[src/rtl/clksynth_pkg.sv]
package clksynth_pkg;
  typedef enum logic [3:0] {
    ST_IDLE, ST_DMIN, ST_DMAX, ST_MMUL, ST_MMAX,
    ST_DLO, ST_DHI, ST_VCO, ST_DOUT, ST_FOUT, ST_DONE
  } srch_state_e;
endpackage

[src/rtl/clksynth_divider.sv]
module clksynth_divider #(
  parameter int W = 32
) (
  input  logic         clk,
  input  logic         rst_n,
  input  logic         start,
  input  logic [W-1:0] num,
  input  logic [W-1:0] den,
  output logic [W-1:0] quot,
  output logic         done
);
  localparam int CW = $clog2(W + 1);

  logic [W-1:0]  rem, q, den_r;
  logic [CW-1:0] cnt;
  logic          run;
  logic [W:0]    trial, diff;
  logic          ge;

  assign trial = {rem, q[W-1]};
  assign diff  = trial - {1'b0, den_r};
  assign ge    = trial >= {1'b0, den_r};

  always_ff @(posedge clk or negedge rst_n) begin
    if (!rst_n) begin
      rem   <= '0;
      q     <= '0;
      den_r <= '0;
      cnt   <= '0;
      run   <= 1'b0;
      done  <= 1'b0;
    end else begin
      done <= 1'b0;
      if (start) begin
        rem   <= '0;
        q     <= num;
        den_r <= den;
        cnt   <= CW'(W);
        run   <= 1'b1;
      end else if (run) begin
        rem <= ge ? diff[W-1:0] : trial[W-1:0];
        q   <= {q[W-2:0], ge};
        cnt <= cnt - 1'b1;
        if (cnt == CW'(1)) begin
          run  <= 1'b0;
          done <= 1'b1;
        end
      end
    end
  end

  assign quot = q;

  // the shared divider is never restarted mid-division
  assert_issue_idle_R5: assert property (@(posedge clk) disable iff (!rst_n)
    start |-> !run);
  // a quotient strobe only follows an active division
  assert_done_after_run_R5: assert property (@(posedge clk) disable iff (!rst_n)
    done |-> $past(run));
endmodule

[src/rtl/clksynth_best.sv]
module clksynth_best #(
  parameter int FW      = 32,
  parameter int M_W     = 7,
  parameter int D_W     = 7,
  parameter int O_W     = 8,
  parameter int O_MAX   = 128
) (
  input  logic           clk,
  input  logic           rst_n,
  input  logic           clear,
  input  logic           cand_valid,
  input  logic [FW-1:0]  cand_f,
  input  logic [FW-1:0]  target,
  input  logic [M_W-1:0] cand_m,
  input  logic [D_W-1:0] cand_d,
  input  logic [O_W-1:0] cand_o,
  output logic           have,
  output logic [M_W-1:0] best_m,
  output logic [D_W-1:0] best_d,
  output logic [O_W-1:0] best_o,
  output logic [FW-1:0]  best_f
);
  logic [FW-1:0] err, best_err;
  logic          take;

  assign err  = (cand_f >= target) ? cand_f - target : target - cand_f;
  assign take = cand_valid && (!have || err < best_err);

  always_ff @(posedge clk or negedge rst_n) begin
    if (!rst_n) begin
      have <= 1'b0; best_m <= '0; best_d <= '0; best_o <= '0;
      best_f <= '0; best_err <= '0;
    end else if (clear) begin
      have <= 1'b0; best_m <= '0; best_d <= '0; best_o <= '0;
      best_f <= '0; best_err <= '0;
    end else if (take) begin
      have     <= 1'b1;
      best_m   <= cand_m;
      best_d   <= cand_d;
      best_o   <= cand_o;
      best_f   <= cand_f;
      best_err <= err;
    end
  end

  // the kept error never grows within one search
  assert_err_monotonic_R6: assert property (@(posedge clk) disable iff (!rst_n)
    (have && !clear) |=> (best_err <= $past(best_err)));
  // a kept divider is always inside the clamp range
  assert_dout_clamp_R4: assert property (@(posedge clk) disable iff (!rst_n)
    have |-> (best_o >= O_W'(1) && best_o <= O_W'(O_MAX)));
endmodule

[src/rtl/clksynth_search.sv]
module clksynth_search
  import clksynth_pkg::*;
#(
  parameter int FREQ_W   = 24,
  parameter int PFD_MIN  = 10000,
  parameter int PFD_MAX  = 300000,
  parameter int VCO_MIN  = 600000,
  parameter int VCO_MAX  = 1200000,
  parameter int D_CAP    = 80,
  parameter int M_CAP    = 64,
  parameter int DOUT_CAP = 128
) (
  input  logic                 clk,
  input  logic                 rst_n,
  input  logic                 req_valid,
  output logic                 req_ready,
  input  logic [FREQ_W-1:0]    req_fin_khz,
  input  logic [FREQ_W-1:0]    req_fout_khz,
  output logic                 done,
  output logic                 not_found,
  output logic [6:0]           res_m,
  output logic [6:0]           res_d,
  output logic [7:0]           res_dout,
  output logic [FREQ_W+7:0]    res_freq_khz
);
  localparam int WIDE_W = FREQ_W + 8;
  localparam int M_W    = $clog2(M_CAP + 1);
  localparam int D_W    = $clog2(D_CAP + 1);
  localparam int O_W    = $clog2(DOUT_CAP + 1);
  localparam logic [WIDE_W-1:0] K_ONE  = WIDE_W'(1);
  localparam logic [WIDE_W-1:0] K_PMIN = WIDE_W'(PFD_MIN);
  localparam logic [WIDE_W-1:0] K_PMAX = WIDE_W'(PFD_MAX);
  localparam logic [WIDE_W-1:0] K_VMIN = WIDE_W'(VCO_MIN);
  localparam logic [WIDE_W-1:0] K_VMAX = WIDE_W'(VCO_MAX);
  localparam logic [WIDE_W-1:0] K_DCAP = WIDE_W'(D_CAP);
  localparam logic [WIDE_W-1:0] K_MCAP = WIDE_W'(M_CAP);
  localparam logic [WIDE_W-1:0] K_OCAP = WIDE_W'(DOUT_CAP);

  function automatic logic [WIDE_W-1:0] wmax(input logic [WIDE_W-1:0] a, input logic [WIDE_W-1:0] b);
    return (a > b) ? a : b;
  endfunction
  function automatic logic [WIDE_W-1:0] wmin(input logic [WIDE_W-1:0] a, input logic [WIDE_W-1:0] b);
    return (a < b) ? a : b;
  endfunction

  srch_state_e       state;
  logic              issued;
  logic [WIDE_W-1:0] fin_r, fout_r, dmin, dmax, mmax, dhi, m, d, fvco, dout_c;
  logic [WIDE_W-1:0] fin_m, num, den, quot, mm_prod, mmax_new, dhi_new;
  logic              div_start, div_done, is_div, have;

  assign fin_m     = fin_r * m;
  assign mm_prod   = quot * dmin;
  assign mmax_new  = wmin(quot, K_MCAP);
  assign dhi_new   = wmin(dmax, quot);
  assign is_div    = (state != ST_IDLE) && (state != ST_DONE);
  assign div_start = is_div && !issued;

  always_comb begin
    num = '0;
    den = K_ONE;
    case (state)
      ST_DMIN: begin num = fin_r + K_PMAX - K_ONE;  den = K_PMAX; end
      ST_DMAX: begin num = fin_r;                   den = K_PMIN; end
      ST_MMUL: begin num = K_VMIN + fin_r - K_ONE;  den = fin_r;  end
      ST_MMAX: begin num = K_VMAX * dmax;           den = fin_r;  end
      ST_DLO:  begin num = fin_m + K_VMAX - K_ONE;  den = K_VMAX; end
      ST_DHI:  begin num = fin_m;                   den = K_VMIN; end
      ST_VCO:  begin num = fin_m;                   den = d;      end
      ST_DOUT: begin num = fvco + (fout_r >> 1);    den = fout_r; end
      ST_FOUT: begin num = fvco;                    den = dout_c; end
      default: ;
    endcase
  end

  clksynth_divider #(.W(WIDE_W)) u_div (
    .clk(clk), .rst_n(rst_n), .start(div_start),
    .num(num), .den(den), .quot(quot), .done(div_done)
  );

  always_ff @(posedge clk or negedge rst_n) begin
    if (!rst_n) begin
      state <= ST_IDLE; issued <= 1'b0;
      fin_r <= '0; fout_r <= '0; dmin <= '0; dmax <= '0; mmax <= '0;
      dhi <= '0; m <= '0; d <= '0; fvco <= '0; dout_c <= '0;
    end else begin
      if (div_start) issued <= 1'b1;
      if (div_done)  issued <= 1'b0;
      case (state)
        ST_IDLE: if (req_valid) begin
          fin_r  <= WIDE_W'(req_fin_khz);
          fout_r <= WIDE_W'(req_fout_khz);
          state  <= (req_fin_khz == '0 || req_fout_khz == '0) ? ST_DONE : ST_DMIN;
        end
        ST_DMIN: if (div_done) begin dmin <= wmax(quot, K_ONE);   state <= ST_DMAX; end
        ST_DMAX: if (div_done) begin dmax <= wmin(quot, K_DCAP);  state <= ST_MMUL; end
        ST_MMUL: if (div_done) begin m <= wmax(mm_prod, K_ONE);   state <= ST_MMAX; end
        ST_MMAX: if (div_done) begin
          mmax  <= mmax_new;
          state <= (m > mmax_new) ? ST_DONE : ST_DLO;
        end
        ST_DLO:  if (div_done) begin d <= wmax(dmin, quot); state <= ST_DHI; end
        ST_DHI:  if (div_done) begin
          dhi <= dhi_new;
          if (d <= dhi_new)      state <= ST_VCO;
          else if (m >= mmax)    state <= ST_DONE;
          else begin m <= m + K_ONE; state <= ST_DLO; end
        end
        ST_VCO:  if (div_done) begin fvco <= quot; state <= ST_DOUT; end
        ST_DOUT: if (div_done) begin
          dout_c <= wmin(wmax(quot, K_ONE), K_OCAP);
          state  <= ST_FOUT;
        end
        ST_FOUT: if (div_done) begin
          if (quot == fout_r)    state <= ST_DONE;
          else if (d < dhi)      begin d <= d + K_ONE; state <= ST_VCO; end
          else if (m >= mmax)    state <= ST_DONE;
          else begin m <= m + K_ONE; state <= ST_DLO; end
        end
        ST_DONE: state <= ST_IDLE;
        default: state <= ST_IDLE;
      endcase
    end
  end

  clksynth_best #(.FW(WIDE_W), .M_W(M_W), .D_W(D_W), .O_W(O_W), .O_MAX(DOUT_CAP)) u_best (
    .clk(clk), .rst_n(rst_n),
    .clear(state == ST_IDLE && req_valid),
    .cand_valid(state == ST_FOUT && div_done),
    .cand_f(quot), .target(fout_r),
    .cand_m(m[M_W-1:0]), .cand_d(d[D_W-1:0]), .cand_o(dout_c[O_W-1:0]),
    .have(have), .best_m(res_m), .best_d(res_d), .best_o(res_dout),
    .best_f(res_freq_khz)
  );

  assign req_ready = (state == ST_IDLE);
  assign done      = (state == ST_DONE);
  assign not_found = done && !have;

  // result strobe lasts one cycle and the engine is idle afterwards
  assert_done_pulse_R9: assert property (@(posedge clk) disable iff (!rst_n)
    done |=> !done);
  assert_ready_after_R9: assert property (@(posedge clk) disable iff (!rst_n)
    done |=> req_ready);
  // a busy engine never returns to idle without a result strobe
  assert_busy_hold_R2: assert property (@(posedge clk) disable iff (!rst_n)
    (!req_ready && !done) |=> !req_ready);
  // every evaluated candidate lies inside the caps
  assert_loop_range_R3: assert property (@(posedge clk) disable iff (!rst_n)
    (state == ST_VCO) |-> (d >= K_ONE && d <= K_DCAP && m >= K_ONE && m <= K_MCAP));
  // an empty search reports zero dividers
  assert_empty_zero_R8: assert property (@(posedge clk) disable iff (!rst_n)
    not_found |-> (res_m == '0 && res_d == '0 && res_dout == '0 && res_freq_khz == '0));
endmodule

[config.mk]
export PLATFORM = sky130hd
export DESIGN_NAME = clksynth_search
export DESIGN_NICKNAME = d
export VERILOG_FILES = /design/src/rtl/clksynth_pkg.sv /design/src/rtl/clksynth_divider.sv /design/src/rtl/clksynth_best.sv /design/src/rtl/clksynth_search.sv
export SDC_FILE = /design/constraint.sdc
export NUM_CORES = 2
export LEC_CHECK = 0
export BUFFER_PORTS_ARGS = -buffer_cell sky130_fd_sc_hd__buf_2
export CORE_MARGIN = 8
export CORE_UTILIZATION = 31
export CTS_BUF_LIST = sky130_fd_sc_hd__clkbuf_2
export DETAILED_ROUTE_END_ITERATION = 6
export PLACE_DENSITY_LB_ADDON = 0.2
export SYNTH_ARGS = -nofsm -noshare
export SYNTH_HDL_FRONTEND = slang
export SYNTH_SLANG_ARGS = --single-unit
[constraint.sdc]
create_clock -name clk -period 7.3 [get_ports clk]
set_input_delay 0.365 -clock clk [delete_from_list [all_inputs] [get_ports clk]]
set_output_delay 0.365 -clock clk [all_outputs]
set_load 0.005 [all_outputs]
==> flow_metrics.py <==
metrics = {
    "clock_network": {
        "cts_buffers": 162,
        "clk_pin_slew_ps": 120,
        "htreeDepth": 4,
        "tritoncts": "done",
        "ctsLongestPathBuffers": 3,
        "clock_sinks": 500,
        "cts-root-buf": "clkbuf_2",
        "clock_latency_ps": 1780,
    },
    "routing": {
        "postRouteAntennaNets": 0,
        "drt_wl_total_um": 288000,
        "vias_per_cell": 5.152,
        "routedWlPerCell_um": 23.55,
        "drc": 1,
        "drtPass1Iterations": 7,
        "num_vias": 63020,
        "drt-initial-drc-count": 5145,
    },
    "global_routing": {
        "overflow": 0,
        "grt_use_met2_pct": 36.41,
        "grt_first_pass_wirelength_um": 427500,
        "met3_usage_pct": 4.044,
        "grt.total_usage_pct": 23.15,
        "grtUsageMet1_pct": 31.46,
        "antenna_found_initial": 16,
        "top_usage_layer": "met2",
        "grt_max_degree": 122,
        "grt_pass1_vias": 64790,
    },
    "setup_path": {
        "slowest_delay_ps": 570,
        "slowest_stage": "fa_1",
        "crit_required_ps": 8780,
        "cp.arrival_ps": 9160,
        "cp-start-kind": "flop",
        "cp-end-kind": "flop",
        "crit_fanout": 4,
        "critical_path_class": "flop to flop",
        "crit_path_frequent_cell": "fa_1",
    },
    "pwr": {
        "comb_power_share_pct": 82.3,
        "max-vdd-ir-drop_v": 0.0003966,
        "intPower_mw": 17.97,
        "seqPwrFrac_pct": 11.1,
        "power_density_nw_per_um2": 459.0,
        "switching_share_pct": 54.32,
        "p_leak_nw": 41.52,
        "net-switching-power_mw": 21.37,
        "clockPowerShare_pct": 6.5,
    },
    "floorplanning": {
        "coreArea_um2": 227500,
        "io_pins": 108,
        "die_h_um": 494.3,
        "die_w_um": 494.3,
        "std_cell_rows": 175,
        "start_util_pct": 31.17,
        "dieArea_um2": 244300,
    },
    "synthesis": {
        "synth_area_um2": 70920,
        "yosysWarnings": 0,
        "synth_flop_cell": "dfrtp_1",
        "ys_types": 98,
        "ys_seq_area_share_pct": 17.64,
        "synth_edf_count": 0,
        "synth_compound_area_share_pct": 14.10,
        "syn_area_per_cell_um2": 8.573,
        "synthAdderAreaFrac_pct": 36.43,
        "synthArstFlopShare_pct": 100.0,
        "synth_top_family_by_area": "adder cells",
        "synth_cells": 8273,
        "synth.mux.area_fraction_pct": 1.612,
        "synth_seq_cells": 500,
        "yosys.area_share.simple_pct": 17.23,
        "synth_xor_xnor_area_share_pct": 3.507,
    },
    "finish": {
        "fin_util_pct": 37.68,
        "drive_above_1_share_pct": 16.89,
        "final_nets": 10650,
        "syn_to_final_growth_pct": 20.86,
        "fin_cells": 12230,
    },
    "min_path": {
        "hp-class": "input port to async pin",
    },
    "sta": {
        "final_max_slew_viol_count": 0,
        "rsz0062_at_grt": "yes",
        "setup_viol": 10,
        "relSlewSlack_pct": 19.05,
        "fin_ws_ps": -380.6,
        "worst_pin_slew_ps": 1214,
        "post-route-period-util_pct": 105.2,
        "finClkSkew_ps": 230.5,
        "period_needed_ps": 7681,
        "setup_tns_ps": -1623,
        "holdWs_ps": 271.5,
        "hold_viol": 0,
        "fmax_mhz": 130.2,
    },
    "placement": {
        "dp_cells": 11630,
        "globalplace.congestion": 0.9861,
        "dp_hpwl_um": 229200,
        "portBuffers": 107,
    },
    "job": {
        "cap_violations": 0,
    },
    "run_status": {
        "status": "finished, violations left",
        "violations": "design-rule violations, negative setup slack",
    },
}
[final timing paths]
check | from | end | slack, ps | depth (start not counted)
worst max-delay path | u_div.quot[19] | m[0] | -380 | 26
min in group clk | req_valid | u_best.have | 450 | 5
worst max register to register | u_div.quot[19] | m[0] | -380 | 26
worst min-delay path | rst_n | fout_r[22] | 270 | 5
worst min register to register | u_div.rem[8] | u_div.rem[9] | 480 | 2
max in group asynchronous | rst_n | dmin[5] | 5020 | 7
[power by group through the flow]
stage | registers [mW] | clock network, mW | logic (mW)
CTS | 4.37 | 2.70 | 30.3
detailed placement | 4.43 | 0 | 28.3
floorplan | 3.80 | 0 | 16.7
global placement | 4.41 | 0 | 28.3
global route | 4.43 | 2.83 | 35.2
finish | 4.38 | 2.58 | 32.4
[logic make-up after synthesis]
group	Yosys count
other cells	1
xor+xnor	284
simple gates	2519
buf+inv	1770
compound gates	1561
flops	500
mux	113
fa+ha+maj	1525
[worst max-delay path: cells and delay by family, from the launching register on]
kind                     cells  cell delay, ps
flip-flops                   1             540
XOR/XNOR                     1             190
adder cells (fa/ha/maj)      9            4340
AND/OR/NAND/NOR              3             620
AO/OA/AOI/OAI                6            1030
buffers and inverters        7             630
[metrics by stage]
stage / power, mW / area (um2) / setup WS [ps]
2_1_floorplan: 20.51 / 71240 / 2.636
3_3_place_gp: 32.74 / 79400 / -569.0
3_5_place_dp: 32.76 / 79400 / -628.9
4_1_cts: 37.40 / 84060 / -315.8
5_1_grt: 42.44 / 85680 / -559.3
6_report: 39.35 / 85720 / -380.6
[flip-flops by register name (all words and copies together) (netlist names), 32 cells and up]
register / flops
fvco: 32
u_div.quot: 32
dmin: 32
u_div.den_r: 32
u_best.best_f: 32
m: 32
d: 32
u_div.rem: 32
u_best.best_err: 32
mmax: 32
dout_c: 32
dhi: 32
dmax: 32
[cell usage in the layout (no fill, tap or decap), types with 38 or more instances in the layout]
cell           count
buf_12            49
inv_2             41
ha_1             580
a211oi_1          44
ha_4              44
nor3_1            96
xor2_1            75
a21o_1           158
a31oi_1           67
nor2_1           250
and3_1            45
dlygate4sd3_1    197
nand4_1           67
buf_6             53
and2_1           564
clkbuf_2         228
o21a_1            48
fa_2              46
buf_4            670
mux2i_1          103
o21ai_0          450
nor2b_1           68
a21oi_1          329
nand2_1         1051
a221oi_1          44
dfrtp_2           47
xnor2_1          190
buf_2            106
fa_1             854
dfrtp_1          452
inv_1           1258
nand3_1          143
nand2b_1          38
[area by class of cell]
type / instances / area [um2]
well taps: 3009 / 3765
fillers: 23350 / 141800
multi-input cells: 6027 / 53610
flip-flops and latches: 500 / 12570
clock buffers: 228 / 1141
clock inverters: 59 / 377.9
diodes: 24 / 60.06
repair buffers: 1085 / 9308
inverters: 1300 / 4880
[repair_timing]
| action | in CTS | in global routing |
|---|---|---|
| hold buffers | 198 | 0 |
| gates resized for setup | 194 | 254 |
| pin swaps | 139 | 198 |
| cloned | 1 | 3 |
| setup buffers | 46 | 55 |
| endpoints found under the setup margin | 27 | 118 |
| endpoints found under the hold margin | 633 | 0 |
[routing by layer]
metal | up-vias | share of wire (%)
met5 | - | 0.017
met4 | 6 | 4.6
met3 | 494 | 6.9
met2 | 2308 | 45
met1 | 31640 | 44
li1 | 28580 | -
[cells in the mapped netlist (51+ instances only)]
cell	n	share of area [%]
a211oi_1	51	0.54
o21ai_0	471	3.3
and2_1	580	5.1
ha_1	625	11
a31oi_1	70	0.62
fa_1	900	25
nor3_1	103	0.73
xnor2_1	207	2.6
nor2_1	268	1.4
a21o_1	160	1.7
a21oi_1	347	2.4
nand4_1	67	0.59
xor2_1	77	0.95
dfrtp_1	500	18
nor2b_1	68	0.60
clkbuf_1	421	2.2
nand3_1	147	1.0
mux2i_1	103	1.5
inv_1	1298	6.9
nand2_1	1064	5.6
Note: power is estimated with default switching activity, not from simulation.
